<file path="config.mk">
export PLATFORM = sky130hd
export DESIGN_NAME = sfs_ctrl_port
export DESIGN_NICKNAME = d
export VERILOG_FILES = /design/src/rtl/sfs_pkg.sv /design/src/rtl/sfs_sync_classifier.sv /design/src/rtl/sfs_req_queue.sv /design/src/rtl/sfs_serial_engine.sv /design/src/rtl/sfs_ctrl_port.sv
export SDC_FILE = /design/constraint.sdc
export NUM_CORES = 1
export LEC_CHECK = 0
export BUFFER_PORTS_ARGS = -buffer_cell sky130_fd_sc_hd__buf_2
export CAP_MARGIN = 20
export CORE_MARGIN = 2
export CORE_UTILIZATION = 50
export DETAILED_ROUTE_END_ITERATION = 8
export PLACE_DENSITY_LB_ADDON = 0.1
export SLEW_MARGIN = 20
export SYNTH_ARGS = -nofsm -noshare
export SYNTH_HDL_FRONTEND = slang
export SYNTH_SLANG_ARGS = --single-unit
</file>
<file path="constraint.sdc">
create_clock -name clk_i -period 2.3 [get_ports clk_i]
set_clock_uncertainty 0.05 [all_clocks]
set_input_delay 0.345 -clock clk_i [delete_from_list [all_inputs] [get_ports clk_i]]
set_output_delay 0.345 -clock clk_i [all_outputs]
set_load 0.01 [all_outputs]
</file>
<file path="src/rtl/sfs_pkg.sv">
package sfs_pkg;
    localparam int CW = 16;
    localparam int LW = $clog2(CW + 1);

    typedef struct packed {
        logic [CW-1:0] sh;
        logic [LW-1:0] left;
        logic          txd;
        logic          ctl_act;
        logic [CW-2:0] rx_sh;
        logic [LW-1:0] rx_left;
        logic [CW-1:0] rx_word;
        logic          rx_vld;
    } eng_t;

    typedef struct packed {
        logic          pend;
        logic [CW-1:0] word;
        logic          hold_v;
        logic [CW-1:0] hold;
    } req_t;
endpackage

</file>
<file path="src/rtl/sfs_sync_classifier.sv">
module sfs_sync_classifier #(
    parameter int FRAME_BITS = 64
) (
    input  logic clk_i,
    input  logic rst_ni,
    input  logic tick_i,
    input  logic sync_i,
    output logic norm_o,
    output logic sec_o,
    output logic err_o
);
    localparam int PW   = $clog2(FRAME_BITS);
    localparam int HALF = FRAME_BITS / 2;

    typedef struct packed {
        logic [PW-1:0] pos;
        logic          locked;
        logic          err;
    } cls_t;

    cls_t q, d;
    logic misplaced;

    always_comb begin
        d         = q;
        d.err     = 1'b0;
        norm_o    = tick_i && sync_i && (!q.locked || q.pos == '0);
        sec_o     = tick_i && sync_i && q.locked && q.pos == PW'(HALF);
        misplaced = tick_i && sync_i && q.locked && q.pos != '0 && q.pos != PW'(HALF);
        if (tick_i) begin
            if (norm_o) begin
                d.pos    = PW'(1);
                d.locked = 1'b1;
            end else if (q.pos == PW'(FRAME_BITS - 1)) begin
                d.pos = '0;
            end else begin
                d.pos = q.pos + PW'(1);
            end
            if (misplaced) d.err = 1'b1;
        end
    end

    always_ff @(posedge clk_i or negedge rst_ni) begin
        if (!rst_ni) q <= '0;
        else         q <= d;
    end

    assign err_o = q.err;


    norm_realign_chk: assert property (@(posedge clk_i) disable iff (!rst_ni)
        norm_o |=> (q.pos == PW'(1) && q.locked));

    err_cause_chk: assert property (@(posedge clk_i) disable iff (!rst_ni)
        err_o |-> $past(tick_i && sync_i));
endmodule

</file>
<file path="src/rtl/sfs_req_queue.sv">
module sfs_req_queue
    import sfs_pkg::*;
(
    input  logic          clk_i,
    input  logic          rst_ni,
    input  logic          wr_i,
    input  logic [CW-1:0] wdata_i,
    input  logic          done_i,
    output logic          pend_o,
    output logic [CW-1:0] word_o
);
    req_t q, d;

    always_comb begin
        d = q;
        if (done_i) begin
            d.pend   = q.hold_v;
            d.word   = q.hold;
            d.hold_v = 1'b0;
        end
        if (wr_i) begin
            if (d.pend) begin
                d.hold_v = 1'b1;
                d.hold   = wdata_i;
            end else begin
                d.pend = 1'b1;
                d.word = wdata_i;
            end
        end
    end

    always_ff @(posedge clk_i or negedge rst_ni) begin
        if (!rst_ni) q <= '0;
        else         q <= d;
    end

    assign pend_o = q.pend;
    assign word_o = q.word;


    pend_clear_chk: assert property (@(posedge clk_i) disable iff (!rst_ni)
        (done_i && !q.hold_v && !wr_i) |=> !q.pend);

    hold_needs_pend_chk: assert property (@(posedge clk_i) disable iff (!rst_ni)
        q.hold_v |-> q.pend);
endmodule

</file>
<file path="src/rtl/sfs_serial_engine.sv">
module sfs_serial_engine
    import sfs_pkg::*;
(
    input  logic          clk_i,
    input  logic          rst_ni,
    input  logic          tick_i,
    input  logic          norm_i,
    input  logic          sec_i,
    input  logic [CW-1:0] aud_i,
    input  logic          tag_i,
    input  logic          pend_i,
    input  logic [CW-1:0] ctrl_word_i,
    input  logic          rxd_i,
    input  logic          rd_i,
    output logic          txd_o,
    output logic          done_o,
    output logic [CW-1:0] rx_word_o,
    output logic          rx_vld_o
);
    eng_t q, d;
    logic [CW-1:0] ld;
    logic          cap;

    always_comb begin
        d      = q;
        ld     = '0;
        done_o = tick_i && q.left == '0 && q.ctl_act && !norm_i && !sec_i;
        cap    = tick_i && !sec_i && q.rx_left == LW'(1);

        // transmit side
        if (tick_i) begin
            if (norm_i || sec_i) begin
                if (norm_i)      ld = (aud_i & ~CW'(1)) | CW'(tag_i);
                else if (pend_i) ld = ctrl_word_i;
                d.txd     = ld[CW-1];
                d.sh      = {ld[CW-2:0], 1'b0};
                d.left    = LW'(CW - 1);
                d.ctl_act = sec_i && pend_i;
            end else if (q.left != '0) begin
                d.txd  = q.sh[CW-1];
                d.sh   = {q.sh[CW-2:0], 1'b0};
                d.left = q.left - LW'(1);
            end else begin
                d.txd     = 1'b0;
                d.ctl_act = 1'b0;
            end
        end

        // receive side
        if (rd_i) d.rx_vld = 1'b0;
        if (tick_i && sec_i) begin
            d.rx_left = LW'(CW);
        end else if (tick_i && q.rx_left != '0) begin
            d.rx_sh   = {q.rx_sh[CW-3:0], rxd_i};
            d.rx_left = q.rx_left - LW'(1);
            if (cap) begin
                d.rx_word = {q.rx_sh, rxd_i};
                d.rx_vld  = 1'b1;
            end
        end
    end

    always_ff @(posedge clk_i or negedge rst_ni) begin
        if (!rst_ni) q <= '0;
        else         q <= d;
    end

    assign txd_o     = q.txd;
    assign rx_word_o = q.rx_word;
    assign rx_vld_o  = q.rx_vld;


    tag_load_chk: assert property (@(posedge clk_i) disable iff (!rst_ni)
        (tick_i && norm_i) |=> (q.sh[1] == $past(tag_i)));

    idle_ctrl_zero_chk: assert property (@(posedge clk_i) disable iff (!rst_ni)
        (tick_i && sec_i && !pend_i) |=> (q.sh == '0 && !q.txd && !q.ctl_act));

    cap_count_chk: assert property (@(posedge clk_i) disable iff (!rst_ni)
        $rose(q.rx_vld) |-> ($past(q.rx_left) == LW'(1)));

    rd_clear_chk: assert property (@(posedge clk_i) disable iff (!rst_ni)
        (rd_i && !cap) |=> !q.rx_vld);
endmodule

</file>
<file path="src/rtl/sfs_ctrl_port.sv">
module sfs_ctrl_port
    import sfs_pkg::*;
#(
    parameter int FRAME_BITS = 64
) (
    input  logic        clk_i,
    input  logic        rst_ni,
    input  logic        bit_tick_i,
    input  logic        sync_i,
    input  logic        rxd_i,
    output logic        txd_o,
    input  logic [15:0] aud_tx_i,
    input  logic        ctrl_wr_i,
    input  logic [15:0] ctrl_wdata_i,
    input  logic        ctrl_rd_i,
    output logic [15:0] ctrl_rdata_o,
    output logic        ctrl_rvalid_o,
    output logic        sync_err_o
);
    logic          norm, sec, done, pend;
    logic [CW-1:0] pend_word;

    sfs_sync_classifier #(.FRAME_BITS(FRAME_BITS)) u_cls (
        .clk_i  (clk_i),
        .rst_ni (rst_ni),
        .tick_i (bit_tick_i),
        .sync_i (sync_i),
        .norm_o (norm),
        .sec_o  (sec),
        .err_o  (sync_err_o)
    );

    sfs_req_queue u_req (
        .clk_i   (clk_i),
        .rst_ni  (rst_ni),
        .wr_i    (ctrl_wr_i),
        .wdata_i (ctrl_wdata_i),
        .done_i  (done),
        .pend_o  (pend),
        .word_o  (pend_word)
    );

    sfs_serial_engine u_eng (
        .clk_i       (clk_i),
        .rst_ni      (rst_ni),
        .tick_i      (bit_tick_i),
        .norm_i      (norm),
        .sec_i       (sec),
        .aud_i       (aud_tx_i),
        .tag_i       (pend),
        .pend_i      (pend),
        .ctrl_word_i (pend_word),
        .rxd_i       (rxd_i),
        .rd_i        (ctrl_rd_i),
        .txd_o       (txd_o),
        .done_o      (done),
        .rx_word_o   (ctrl_rdata_o),
        .rx_vld_o    (ctrl_rvalid_o)
    );
endmodule

</file>
==> results of run 1 <==
==> layer usage <==
metal	share of wire	wire length, um	track usage	vias up
li1	-	-	-	1546
met1	0.47	4530	0.275	1549
met2	0.49	4750	0.326	55
met3	0.031	300	0.0409	10
met4	0.013	125	0.0593	0
met5	0	0	0	-
==> flip-flops by register name, summed over array words and instances (netlist names) <==
register / flops
u_eng.q: 41
u_cls.q: 7
u_eng.rx_word_o: 16
u_req.q: 17
u_eng.txd_o: 1
u_eng.rx_vld_o: 1
u_req.word_o: 16
u_req.pend_o: 1
u_cls.err_o: 1
==> Yosys cell counts, types with 2 or more instances <==
master / instances
nor4_1: 2
mux2_4: 10
nand4_1: 2
buf_4: 17
a21oi_1: 24
mux2_2: 37
o21ai_0: 10
inv_1: 25
nor3_4: 2
xor2_1: 4
dfrtp_1: 101
o22ai_1: 31
ha_1: 7
nor2_1: 18
buf_2: 8
xnor2_1: 4
nor4b_1: 2
mux2i_1: 15
nor3_1: 2
o211ai_1: 2
a21o_1: 15
nand2_1: 14
nand2b_1: 4
nand3_1: 19
clkbuf_1: 9
==> final cells by class <==
| class | instances | area [um^2] |
|---|---|---|
| multi-input cells | 241 | 1930 |
| fillers | 776 | 3580 |
| inverters | 25 | 93.8 |
| repair buffers | 92 | 734 |
| well taps | 111 | 139 |
| clock inverters | 7 | 67.6 |
| flip-flops and latches | 101 | 2530 |
| clock buffers | 9 | 124 |
==> through the flow <==
step / util / instance area, um^2 / power, W / setup WS (ns)
2_1_floorplan: - / 4720 / 0.00435 / -0.165
3_3_place_gp: 0.572 / 5260 / 0.00477 / -0.0525
3_5_place_dp: 0.572 / 5260 / 0.00485 / -0.0527
4_1_cts: 0.598 / 5500 / 0.00599 / -0.0611
5_1_grt: 0.611 / 5620 / 0.00645 / -0.141
6_report: 0.611 / 5620 / 0.00601 / -0.0607
==> logic make-up (layout without fill, tap and decap cells) <==
kind of cell,count (synthesis),after routing,share of synthesized area
DFF,101,101,0.537
AOI/OAI and AO/OA,91,91,0.125
and+or+nand+nor,73,73,0.0831
muxes,62,62,0.152
buffers and inverters,61,133,0.0693
xor gates and xnor gates,8,8,0.0149
adders and majority gates,7,7,0.0186
==> power by group <==
| part | switching [W] | total (W) | internal, W |
|---|---|---|---|
| Sequential | 0.000442 | 0.00292 | 0.00248 |
| Clock | 0.000673 | 0.00109 | 0.000422 |
| Combinational | 0.000897 | 0.00199 | 0.00110 |
==> what timing repair did <==
action,in CTS,in global routing
hold buffers,1,0
buffers inserted,2,1
pin swaps,0,0
hold endpoints to repair,35,0
endpoints found under the setup margin,48,79
gates cloned,1,2
gates resized for setup,5,18
==> final timing paths <==
kind | endpoint | slack, ns | depth (start not counted)
max | u_req.q[15] | -0.06 | 9
min | u_eng.rx_vld_o | 0.11 | 2
max reg2reg | u_req.q[15] | -0.06 | 9
min reg2reg | u_eng.rx_word_o[10] | 0.46 | 1
max in group asynchronous | u_eng.q[31] | 1.10 | 3
min in group asynchronous | u_cls.q[7] | 0.42 | 2
==> qor.csv, run 1 <==
metric,value,unit
final setup margin,-0.0607,ns
Max Slew Vio Count,0,
"Cell Area, Synth",4710,um^2
# nets final,516,
worst hold slack,0.110,ns
"Clk Latency, worst-skew pair",0.37,ns
Worst Max-Slew Pin Slew,0.497,ns
total gr overflow,0,
CTS tree,done,
gpl congestion,0.815,
outcome,"complete, but fails checks",
largest net degree at the start of global routing,46,
total die area,10200,um^2
Most used DFF post-synth,dfrtp_1,
number of flops mapped to enable cells by yosys,0,
crit start category,register,
site row count,35,
Buf/Inv on CP,3,
relative slew slack,0.668,
synthesis warning total,0,
worst-case clock buffer depth,2,
first-pass GRT wire length,15900,um
TritonCTS Buffers,9,
Mean Syn Cell Area,11.7,um^2
vias in the first global route,3161,
top cell type's share of synthesized area,0.537,
Syn Inst Count,403,
sum of negative setup slack,-0.550,ns
beginning of the critical path,u_cls.q[2],
DP HPWL,6380,um
RSZ-0062 raised after global routing,yes,
Crit path max-delay family,simple AND/OR/NAND/NOR gates,
"most common cell after layout, fill and taps aside",dfrtp_1,
CP Cell Sequence,inv_2 -> ha_1 -> or4b_4 -> a31o_4 -> and3_4 -> o21ai_4 -> buf_6 -> buf_12 -> mux2_4,
io pins,58,
Layout area overhead,19.2,%
final hold violations,0,
Max stage delay on crit path,0.47,ns
Hold Crit Class,in2reg,
Via Count,3160,
GRT Total Usage,0.201,
final wirelength,9700,um
Final Instance Count excl. Fillers,586,
post-layout min period,2.36,ns
First DRT Iteration DRCs,116,
most frequent cells in the layout,"dfrtp_1, buf_2, o22ai_1, mux2_2, inv_1",
"area leader, netlist",dfrtp_1,
Yosys cell types,44,
Root Driver,clkbuf_8,
Via density,5.39,
placed cell count,564,
synth top area cells,"dfrtp_1, mux2_2, o22ai_1, mux2_4, mux2i_1",
leakage power,2.75,nW
Setup-failing EPs final,10,
Worst Path Arrival,2.57,ns
f_max,0.424,GHz
Initial DRT Pass Iterations,4,
failing checks,negative setup slack,
layout cell share with drive strength beyond 1,0.368,
period utilisation layout,1.03,
antenna violations before repair,0,
CTS sink count,101,
H-tree levels,3,
Die W,101,um
max cap viols,0,
Max rail drop VDD,0.502,mV
WS Path Type,reg2reg,
clk slew on worst S/H paths,0.10,ns
core footprint,9200,um^2
Initial Utilization,0.512,
beginning of the worst hold path,ctrl_rd_i,
Mapped Nets,449,
sequential-to-total area share from yosys stat,0.537,
Critical Path RT,2.51,ns
Cell Pwr Density,1070,nW/um^2
DRC violations left,0,
Critical-path top delay cell,or4b_4,
critical path endpoint category,register,
wire per inst,16.6,um
Max Fanout on Critical Path,5,
Post-DRT Antenna Nets,0,
reg-to-reg startpoint,u_cls.q[2],
# port buffers,56,
antenna cells,0,
"flops & latches, synth",101,
Async SR Flop Fraction,1.00,
Die H,101,um
Note: power is estimated with default switching activity, not from simulation.
==> inputs of run 2 (changes only) <==
--- a/config.mk
+++ b/config.mk
@@ -7,6 +7,7 @@
 export LEC_CHECK = 0
 export BUFFER_PORTS_ARGS = -buffer_cell sky130_fd_sc_hd__buf_2
 export CAP_MARGIN = 20
+export CORE_ASPECT_RATIO = 0.7
 export CORE_MARGIN = 2
 export CORE_UTILIZATION = 50
 export DETAILED_ROUTE_END_ITERATION = 8
==> qor.csv, run 2 (synthesis results as in run 1) <==
metric,value,unit
outcome,"complete, but fails checks",
failing checks,negative setup slack,
critical path endpoint category,register,
relative slew slack,0.701,
crit start category,register,
final setup margin,-0.00403,ns
Max Fanout on Critical Path,10,
core footprint,9110,um^2
Die W,120,um
GRT Total Usage,0.206,
final wirelength,9630,um
WS Path Type,reg2reg,
Via density,5.42,
Max Slew Vio Count,0,
antenna violations before repair,0,
beginning of the critical path,u_cls.q[2],
total die area,10200,um^2
CTS sink count,101,
Die H,85.2,um
CP Cell Sequence,inv_2 -> ha_1 -> or4b_4 -> a31o_4 -> and3_4 -> o21ai_4 -> buf_12 -> mux2_4,
First DRT Iteration DRCs,181,
period utilisation layout,1.00,
# nets final,512,
Cell Pwr Density,1160,nW/um^2
Max stage delay on crit path,0.46,ns
beginning of the worst hold path,ctrl_rd_i,
Critical-path top delay cell,or4b_4,
H-tree levels,3,
Critical Path RT,2.48,ns
final hold violations,0,
Worst Reg-to-Reg Cells,8,
Worst Path Arrival,2.48,ns
DP HPWL,6570,um
leakage power,2.74,nW
max cap viols,0,
fillers,742,
io pins,58,
reg2reg setup slack,-0.004,ns
"Clk Latency, worst-skew pair",0.35,ns
# port buffers,56,
Largest register FFs,41,
Initial DRT Pass Iterations,5,
Hold Path Cell Cnt,2,
layout cell share with drive strength beyond 1,0.348,
Worst Max-Slew Pin Slew,0.448,ns
most frequent cells in the layout,"dfrtp_1, buf_2, mux2_2, o22ai_1",
Max rail drop VDD,0.630,mV
# Post-CTS Setup Buffers,0,
worst hold endpoint,u_eng.rx_vld_o,
vias in the first global route,3267,
gpl congestion,0.807,
"most common cell after layout, fill and taps aside",dfrtp_1,
Via Count,3226,
CTS tree,done,
total gr overflow,0,
f_max,0.434,GHz
placed cell areas,5240,um^2
first-pass GRT wire length,16300,um
post-layout min period,2.30,ns
Buf/Inv on CP,2,
reg-to-reg startpoint,u_cls.q[2],
fin area,5620,um^2
"Most flops, register",u_eng.q,
RSZ-0062 raised after global routing,yes,
worst hold slack,0.135,ns
TritonCTS Buffers,9,
Hold Crit Class,in2reg,
largest net degree at the start of global routing,51,
clk slew on worst S/H paths,0.06,ns
Crit path max-delay family,simple AND/OR/NAND/NOR gates,
Largest regs,"u_eng.q x41, u_req.q x17",
site row count,29,
worst r2r dst,u_req.q[7],
Setup-failing EPs final,1,
wire per inst,16.2,um
Initial Utilization,0.517,
worst-case clock buffer depth,2,
Post-DRT Antenna Nets,0,
Root Driver,clkbuf_16,
Layout area overhead,19.4,%
DRC violations left,0,
antenna cells,0,
-- run 2: cell count changes in the layout (fill, tap and decap cells not counted), moves of 2 or more --
cell,previous run,this run
a21oi_1,20,23
a21oi_2,4,1
buf_12,9,7
bufinv_16,0,2
clkbuf_16,2,10
clkbuf_8,9,2
inv_6,3,0
mux2_2,31,37
mux2_4,16,10
-- run 2: repair_timing --
item / 4_1_cts / 5_1_grt
hold buffers: 1 / 0
endpoints found under the setup margin: 26 / 49
gates resized for setup: 4 / 6
hold endpoints to repair: 31 / 0
pin swaps: 0 / 1
gates cloned: 0 / 1
-- run 2: worst max-delay path by stage --
stage             endpoint  cells after the start
2_1_floorplan  u_req.q[10]                      9
3_3_place_gp    u_req.q[4]                      8
3_5_place_dp    u_req.q[3]                      8
4_1_cts         u_req.q[7]                      8
5_1_grt         u_req.q[2]                      8
6_report        u_req.q[7]                      8
-- run 2: cell type report --
type / count / area, um^2 / share of cell area
Clock buffer: 12 / 256 / 0.0456
Clock inverter: 4 / 70.1 / 0.0125
Inverter: 25 / 93.8 / 0.0167
Multi-Input combinational cell: 241 / 1880 / 0.334
Sequential cell: 101 / 2530 / 0.449
Tap cell: 124 / 155 / 0.0276
Timing Repair Buffer: 88 / 642 / 0.114
-- run 2: report_power, final --
| part | internal [W] | switching, W | total (W) |
|---|---|---|---|
| Combinational | 0.00105 | 0.000885 | 0.00193 |
| Sequential | 0.00248 | 0.000456 | 0.00294 |
| Clock | 0.00101 | 0.000640 | 0.00165 |
-- run 2: through the flow --
| step | util | setup slack, ns | TNS (ns) | total power [W] | instances |
|---|---|---|---|---|---|
| after floorplan | - | -0.165 | -1.98 | 0.00435 | 403 |
| after global placement | 0.575 | -0.0463 | -0.574 | 0.00475 | 577 |
| after detailed placement | 0.575 | -0.0515 | -0.596 | 0.00486 | 577 |
| after CTS | 0.613 | -0.00938 | -0.0522 | 0.00654 | 594 |
| after global routing | 0.617 | -0.0678 | -0.906 | 0.00696 | 595 |
| final | 0.617 | -0.00403 | -0.00403 | 0.00652 | 595 |
-- run 2: per-layer routing --
metal | routed length, um | share of wire | global-route usage
met5 | 0 | 0 | 0
met4 | 101 | 0.010 | 0.0652
met3 | 496 | 0.052 | 0.0571
met2 | 4250 | 0.44 | 0.305
met1 | 4780 | 0.50 | 0.296
